`config.mk`:
```
export PLATFORM = sky130hd
export DESIGN_NAME = combo_lock
export DESIGN_NICKNAME = d
export VERILOG_FILES = /design/src/rtl/combo_lock_pkg.sv /design/src/rtl/combo_lock_sync.sv /design/src/rtl/combo_lock_strobe.sv /design/src/rtl/combo_lock_press.sv /design/src/rtl/combo_lock_fsm.sv /design/src/rtl/combo_lock.sv
export SDC_FILE = /design/constraint.sdc
export NUM_CORES = 1
export LEC_CHECK = 0
export ABC_AREA = 1
export BUFFER_PORTS_ARGS = -buffer_cell sky130_fd_sc_hd__buf_2
export CAP_MARGIN = 30
export CORE_ASPECT_RATIO = 1.5
export CORE_MARGIN = 2
export CORE_UTILIZATION = 33
export CTS_BUF_LIST = sky130_fd_sc_hd__clkbuf_8
export CTS_CLUSTER_SIZE = 30
export DETAILED_ROUTE_END_ITERATION = 12
export GPL_ROUTABILITY_DRIVEN = 1
export HOLD_SLACK_MARGIN = 0.03
export PLACE_DENSITY = 0.52
export SYNTH_ARGS = -nofsm -noshare
export SYNTH_HDL_FRONTEND = slang
export SYNTH_SLANG_ARGS = --single-unit
```
`constraint.sdc`:
```
create_clock -name clk_i -period 2.2 [get_ports clk_i]
set_input_delay 0.11 -clock clk_i [delete_from_list [all_inputs] [get_ports clk_i]]
set_output_delay 0.11 -clock clk_i [all_outputs]
set_load 0.03 [all_outputs]
```
`src/rtl/combo_lock_pkg.sv`:
```
package combo_lock_pkg;
  typedef enum logic [1:0] {
    ST_ENTRY = 2'd0,
    ST_OPEN  = 2'd1,
    ST_FAIL  = 2'd2
  } lock_state_e;
endpackage

```
`src/rtl/combo_lock_sync.sv`:
```
module combo_lock_sync #(
  parameter int STAGES = 2
) (
  input  logic clk_i,
  input  logic rst_ni,
  input  logic btn_ni,
  output logic pressed_o
);
  logic [STAGES-1:0] chain_q;

  // reset value 1 = released (button idles high)
  always_ff @(posedge clk_i or negedge rst_ni) begin
    if (!rst_ni) chain_q <= '1;
    else         chain_q <= {chain_q[STAGES-2:0], btn_ni};
  end

  assign pressed_o = ~chain_q[STAGES-1];
endmodule

```
`src/rtl/combo_lock_strobe.sv`:
```
module combo_lock_strobe #(
  parameter int CNT_W = 32,
  parameter int TAP   = 22
) (
  input  logic clk_i,
  input  logic rst_ni,
  output logic strobe_o
);
  // bits above the tap feed nothing, so only TAP+1 bits are kept
  localparam int RUN_W = (TAP + 1 < CNT_W) ? TAP + 1 : CNT_W;

  logic [RUN_W-1:0] cnt_q;
  logic             tap_prev_q;

  always_ff @(posedge clk_i or negedge rst_ni) begin
    if (!rst_ni) begin
      cnt_q      <= '0;
      tap_prev_q <= 1'b0;
    end else begin
      cnt_q      <= cnt_q + 1'b1;
      tap_prev_q <= cnt_q[RUN_W-1];
    end
  end

  assign strobe_o = cnt_q[RUN_W-1] & ~tap_prev_q;
endmodule

```
`src/rtl/combo_lock_press.sv`:
```
module combo_lock_press (
  input  logic clk_i,
  input  logic rst_ni,
  input  logic strobe_i,
  input  logic pressed_i,
  output logic press_o
);
  logic last_q;

  always_ff @(posedge clk_i or negedge rst_ni) begin
    if (!rst_ni)       last_q <= 1'b0;
    else if (strobe_i) last_q <= pressed_i;
  end

  assign press_o = strobe_i & pressed_i & ~last_q;
endmodule

```
`src/rtl/combo_lock_fsm.sv`:
```
module combo_lock_fsm
  import combo_lock_pkg::*;
#(
  parameter int                     DIGITS  = 4,
  parameter int                     DIGIT_W = 4,
  parameter logic [DIGITS*DIGIT_W-1:0] SECRET = 16'h5A3C
) (
  input  logic               clk_i,
  input  logic               rst_ni,
  input  logic               press_i,
  input  logic [DIGIT_W-1:0] sw_i,
  output logic               unlock_o,
  output logic               fail_o
);
  localparam int IDX_W = (DIGITS > 1) ? $clog2(DIGITS) : 1;
  localparam logic [IDX_W-1:0] LAST_IDX = IDX_W'(DIGITS - 1);

  lock_state_e      state_q;
  logic [IDX_W-1:0] idx_q;
  logic             miss_q;
  logic             unlock_q, fail_q;

  logic               start_w;
  logic [IDX_W-1:0]   cur_idx;
  logic               new_miss;
  logic               last_w;
  logic [DIGIT_W-1:0] exp_digit;

  always_comb begin
    start_w   = (state_q != ST_ENTRY);
    cur_idx   = start_w ? '0 : idx_q;
    // first entry compares with the most significant digit
    exp_digit = SECRET[(DIGITS - 1 - int'(cur_idx)) * DIGIT_W +: DIGIT_W];
    new_miss  = (start_w ? 1'b0 : miss_q) | (sw_i != exp_digit);
    last_w    = (cur_idx == LAST_IDX);
  end

  always_ff @(posedge clk_i or negedge rst_ni) begin
    if (!rst_ni) begin
      state_q  <= ST_ENTRY;
      idx_q    <= '0;
      miss_q   <= 1'b0;
      unlock_q <= 1'b0;
      fail_q   <= 1'b0;
    end else if (press_i) begin
      unlock_q <= last_w & ~new_miss;
      fail_q   <= last_w & new_miss;
      if (last_w) begin
        state_q <= new_miss ? ST_FAIL : ST_OPEN;
        idx_q   <= '0;
        miss_q  <= 1'b0;
      end else begin
        state_q <= ST_ENTRY;
        idx_q   <= cur_idx + 1'b1;
        miss_q  <= new_miss;
      end
    end
  end

  assign unlock_o = unlock_q;
  assign fail_o   = fail_q;
endmodule

```
`src/rtl/combo_lock.sv`:
```
module combo_lock #(
  parameter int                  CNT_W  = 32,
  parameter int                  TAP    = 22,
  parameter logic [15:0]         SECRET = 16'h5A3C
) (
  input  logic       clk_i,
  input  logic       rst_ni,
  input  logic [3:0] sw_i,
  input  logic       btn_ni,
  output logic       unlock_o,
  output logic       fail_o
);
  logic pressed_w;
  logic strobe_w;
  logic press_w;

  combo_lock_sync #(.STAGES(2)) u_sync (
    .clk_i    (clk_i),
    .rst_ni   (rst_ni),
    .btn_ni   (btn_ni),
    .pressed_o(pressed_w)
  );

  combo_lock_strobe #(.CNT_W(CNT_W), .TAP(TAP)) u_strobe (
    .clk_i   (clk_i),
    .rst_ni  (rst_ni),
    .strobe_o(strobe_w)
  );

  combo_lock_press u_press (
    .clk_i    (clk_i),
    .rst_ni   (rst_ni),
    .strobe_i (strobe_w),
    .pressed_i(pressed_w),
    .press_o  (press_w)
  );

  combo_lock_fsm #(.DIGITS(4), .DIGIT_W(4), .SECRET(SECRET)) u_fsm (
    .clk_i   (clk_i),
    .rst_ni  (rst_ni),
    .press_i (press_w),
    .sw_i    (sw_i),
    .unlock_o(unlock_o),
    .fail_o  (fail_o)
  );
endmodule

```
==> flow_summary_export.csv <==
group,metric,value,unit
outcome,status,"finished clean",
placed_design,place_congestion,0.725,
cells_and_area,areaGrowthSynthToFinish,14.7,%
timing,fmaxAchievable,0.648,GHz
yosys,syn_inst,203,
drt,ant_nets,0,
timing,setup_viol,0,
timing,worstMarginPinSlew,712,ps
timing,slew_violations,0,
critical_path,crit_family,"simple AND/OR/NAND/NOR gates",
yosys,synth_flop_cell,"dfrtp_1",
critical_path,critical-path-max-stage-delay,400,ps
critical_path,crit_path_start_kind,"register",
yosys,synth_area,1580,um^2
power_and_ir_drop,leakage,0.830,nW
die,rows,30,
critical_path,cp-end-kind,"register",
cells_and_area,regArea,803,um^2
clock_tree,clk_pin_slew,70,ps
critical_path,cp.arrival,1730,ps
timing,max-slew-margin-rel,0.526,
cells_and_area,nFillCells,502,
die,core_area,4580,um^2
power_and_ir_drop,vdd_drop_max,0.318,mV
critical_path,crit_type,"reg2reg",
die,fp.dieArea,5370,um^2
yosys,avgSynthCellArea,7.79,um^2
cells_and_area,fin_util,0.396,
global_routing,grt_max_degree,33,
cells_and_area,mostFrequentLayoutCell,"nand2_1",
critical_path,required,2380,ps
global_routing,grt_pass1_vias,1232,
die,die_h,88.8,um
global_routing,grt_antenna_before_repair,0,
cells_and_area,nNetsFinal,229,
drt,via_per_inst,4.32,
drt,first_pass_iters,4,
clock_tree,clockBufferDepth,2,
timing,rsz0062_at_grt,"false",
drt,vias,1232,
global_routing,gr-total-overflow,0,
clock_tree,cts_root_buffer,"clkbuf_8",
critical_path,critPathSlowestCell,"dfrtp_1",
placed_design,io_buffers,8,
die,pin_count,9,
drt,drt_iter0_markers,19,
cells_and_area,num_antenna_cells,0,
yosys,synth_top_area_frac,0.475,
cells_and_area,mostFrequentLayoutCells,"74 x nand2_1, 30 x dfrtp_1, 28 x nor2_1",
drt,drc,0,
job,cap_violations,0,
yosys,yosysWarningCount,0,
timing,tns,0,ps
yosys,synth_cell_types,17,
min_path,hold_class,"in2reg",
die,start_util,0.345,
yosys,syn-num-nets,212,
timing,final.period_utilization,0.702,
power_and_ir_drop,power_density,597,nW/um^2
critical_path,path_buf_inv,2,
critical_path,crit_fanout,4,
drt,wirelength,2890,um
die,die_w,60.5,um
critical_path,path_cells,"nor2_1 -> nand2_1 -> inv_1 -> ha_1 -> inv_1 -> nor2_1 -> nor2_1 -> nand2_1 -> nand2_1 -> nand2_1",
clock_tree,cts_tree,"built",
yosys,synth-seq-cells,32,
yosys,synth_edf_count,0,
global_routing,track_usage,0.134,
cells_and_area,multi_input_area,681,um^2
cells_and_area,drive_gt1_frac,0.113,
drt,wire_per_inst,10.1,um
clock_tree,numCtsBuffers,5,
clock_tree,clkLatencyLatePin,280,ps
placed_design,detailed_place_hpwl,2160,um
timing,skew,7.59,ps
yosys,async_flop_share,1.00,
clock_tree,cts-htree-levels,2,
global_routing,grt_pass1_wl,5250,um
clock_tree,clkSinkCount,32,
yosys,synth_area_leaders,"dfrtp_1 47%, nand2_1 18%, nor2_1 6.6%, inv_1 6.2%, nand3_1 4.7%",
timing,period_minus_slack,1540,ps
timing,hold_violations,0,
yosys,synth_top_area_cell,"dfrtp_1",
yosys,yosysSeqAreaShare,0.508,
critical_path,crit_top_cell,"nand2_1",
kinds of logic after synthesis:
group	share of synthesized area
and+or+nand+nor	0.338
DFF	0.508
buffers and inverters	0.0617
xor gates and xnor gates	0.0609
AOI/OAI and AO/OA	0.0158
adders and majority gates	0.0158
timing repair:
item	4_1_cts	5_1_grt
hold endpoints to repair	31	0
buffers inserted	0	0
hold buffers	2	0
gates resized for setup	0	0
cell usage after synthesis (2+ instances only):
| cell | n |
|---|---|
| nor2_1 | 28 |
| nor2_2 | 2 |
| nor2_4 | 2 |
| xnor2_1 | 7 |
| o21ai_0 | 5 |
| nand3_1 | 15 |
| ha_1 | 2 |
| dfstp_2 | 2 |
| inv_1 | 26 |
| dfrtp_1 | 30 |
| nand2_1 | 74 |
| xor2_1 | 4 |
| nand2_2 | 2 |
worst min-delay path, delay by kind of cell:
family	cells	cell delay [ps]
and+or+nand+nor	5	270
buffers and inverters	1	90
area by class of cell:
type | instances | share of cell area
clock inverters | 2 | 0.00552
clock buffers | 6 | 0.0455
inverters | 26 | 0.0538
well taps | 64 | 0.0441
multi-input cells | 145 | 0.375
repair buffers | 10 | 0.0331
flip-flops and latches | 32 | 0.443
per-layer routing:
layer,vias to the layer above,GRT usage,part of all wire
met4,0,0.0711,0.025
met2,13,0.233,0.53
met1,562,0.144,0.42
met3,6,0.0351,0.028
li1,651,-,-
met5,-,0,0
state kept, by name, indices dropped and copies added, names as in the netlist:
name	cells
u_strobe.cnt_q	23
u_fsm.idx_q	2
u_sync.chain_q	2
u_fsm.fail_o	1
u_fsm.miss_q	1
u_fsm.unlock_o	1
u_press.last_q	1
u_strobe.tap_prev_q	1
stage by stage:
stage	power, mW	hold slack, ps	instances	worst slack (ps)	instance area, um^2
floorplan	0.609	-186	203	645	1580
global placement	0.627	213	275	695	1700
detailed placement	0.628	215	275	644	1700
CTS	1.11	223	285	636	1810
global route	1.14	245	285	512	1810
finish	1.08	223	285	656	1810
final timing paths:
check                                   from                  to  slack [ps]  cells past startpoint
setup reg to reg                u_fsm.fail_o        u_fsm.fail_o         660                     10
hold reg to reg            u_sync.chain_q[0]   u_sync.chain_q[1]         360                      0
hold / removal                       sw_i[2]      u_fsm.unlock_o         220                      6
setup / recovery                u_fsm.fail_o        u_fsm.fail_o         660                     10
max in group asynchronous             rst_ni   u_strobe.cnt_q[6]        1330                      2
min in group asynchronous             rst_ni  u_strobe.cnt_q[14]         420                      2
power by group:
| part | switching [mW] | total, mW | internal (mW) |
|---|---|---|---|
| Clock | 0.215 | 0.465 | 0.249 |
| Sequential | 0.000602 | 0.592 | 0.592 |
| Combinational | 0.0172 | 0.0257 | 0.00845 |
No activity file was read; power rests on OpenSTA's default activity.
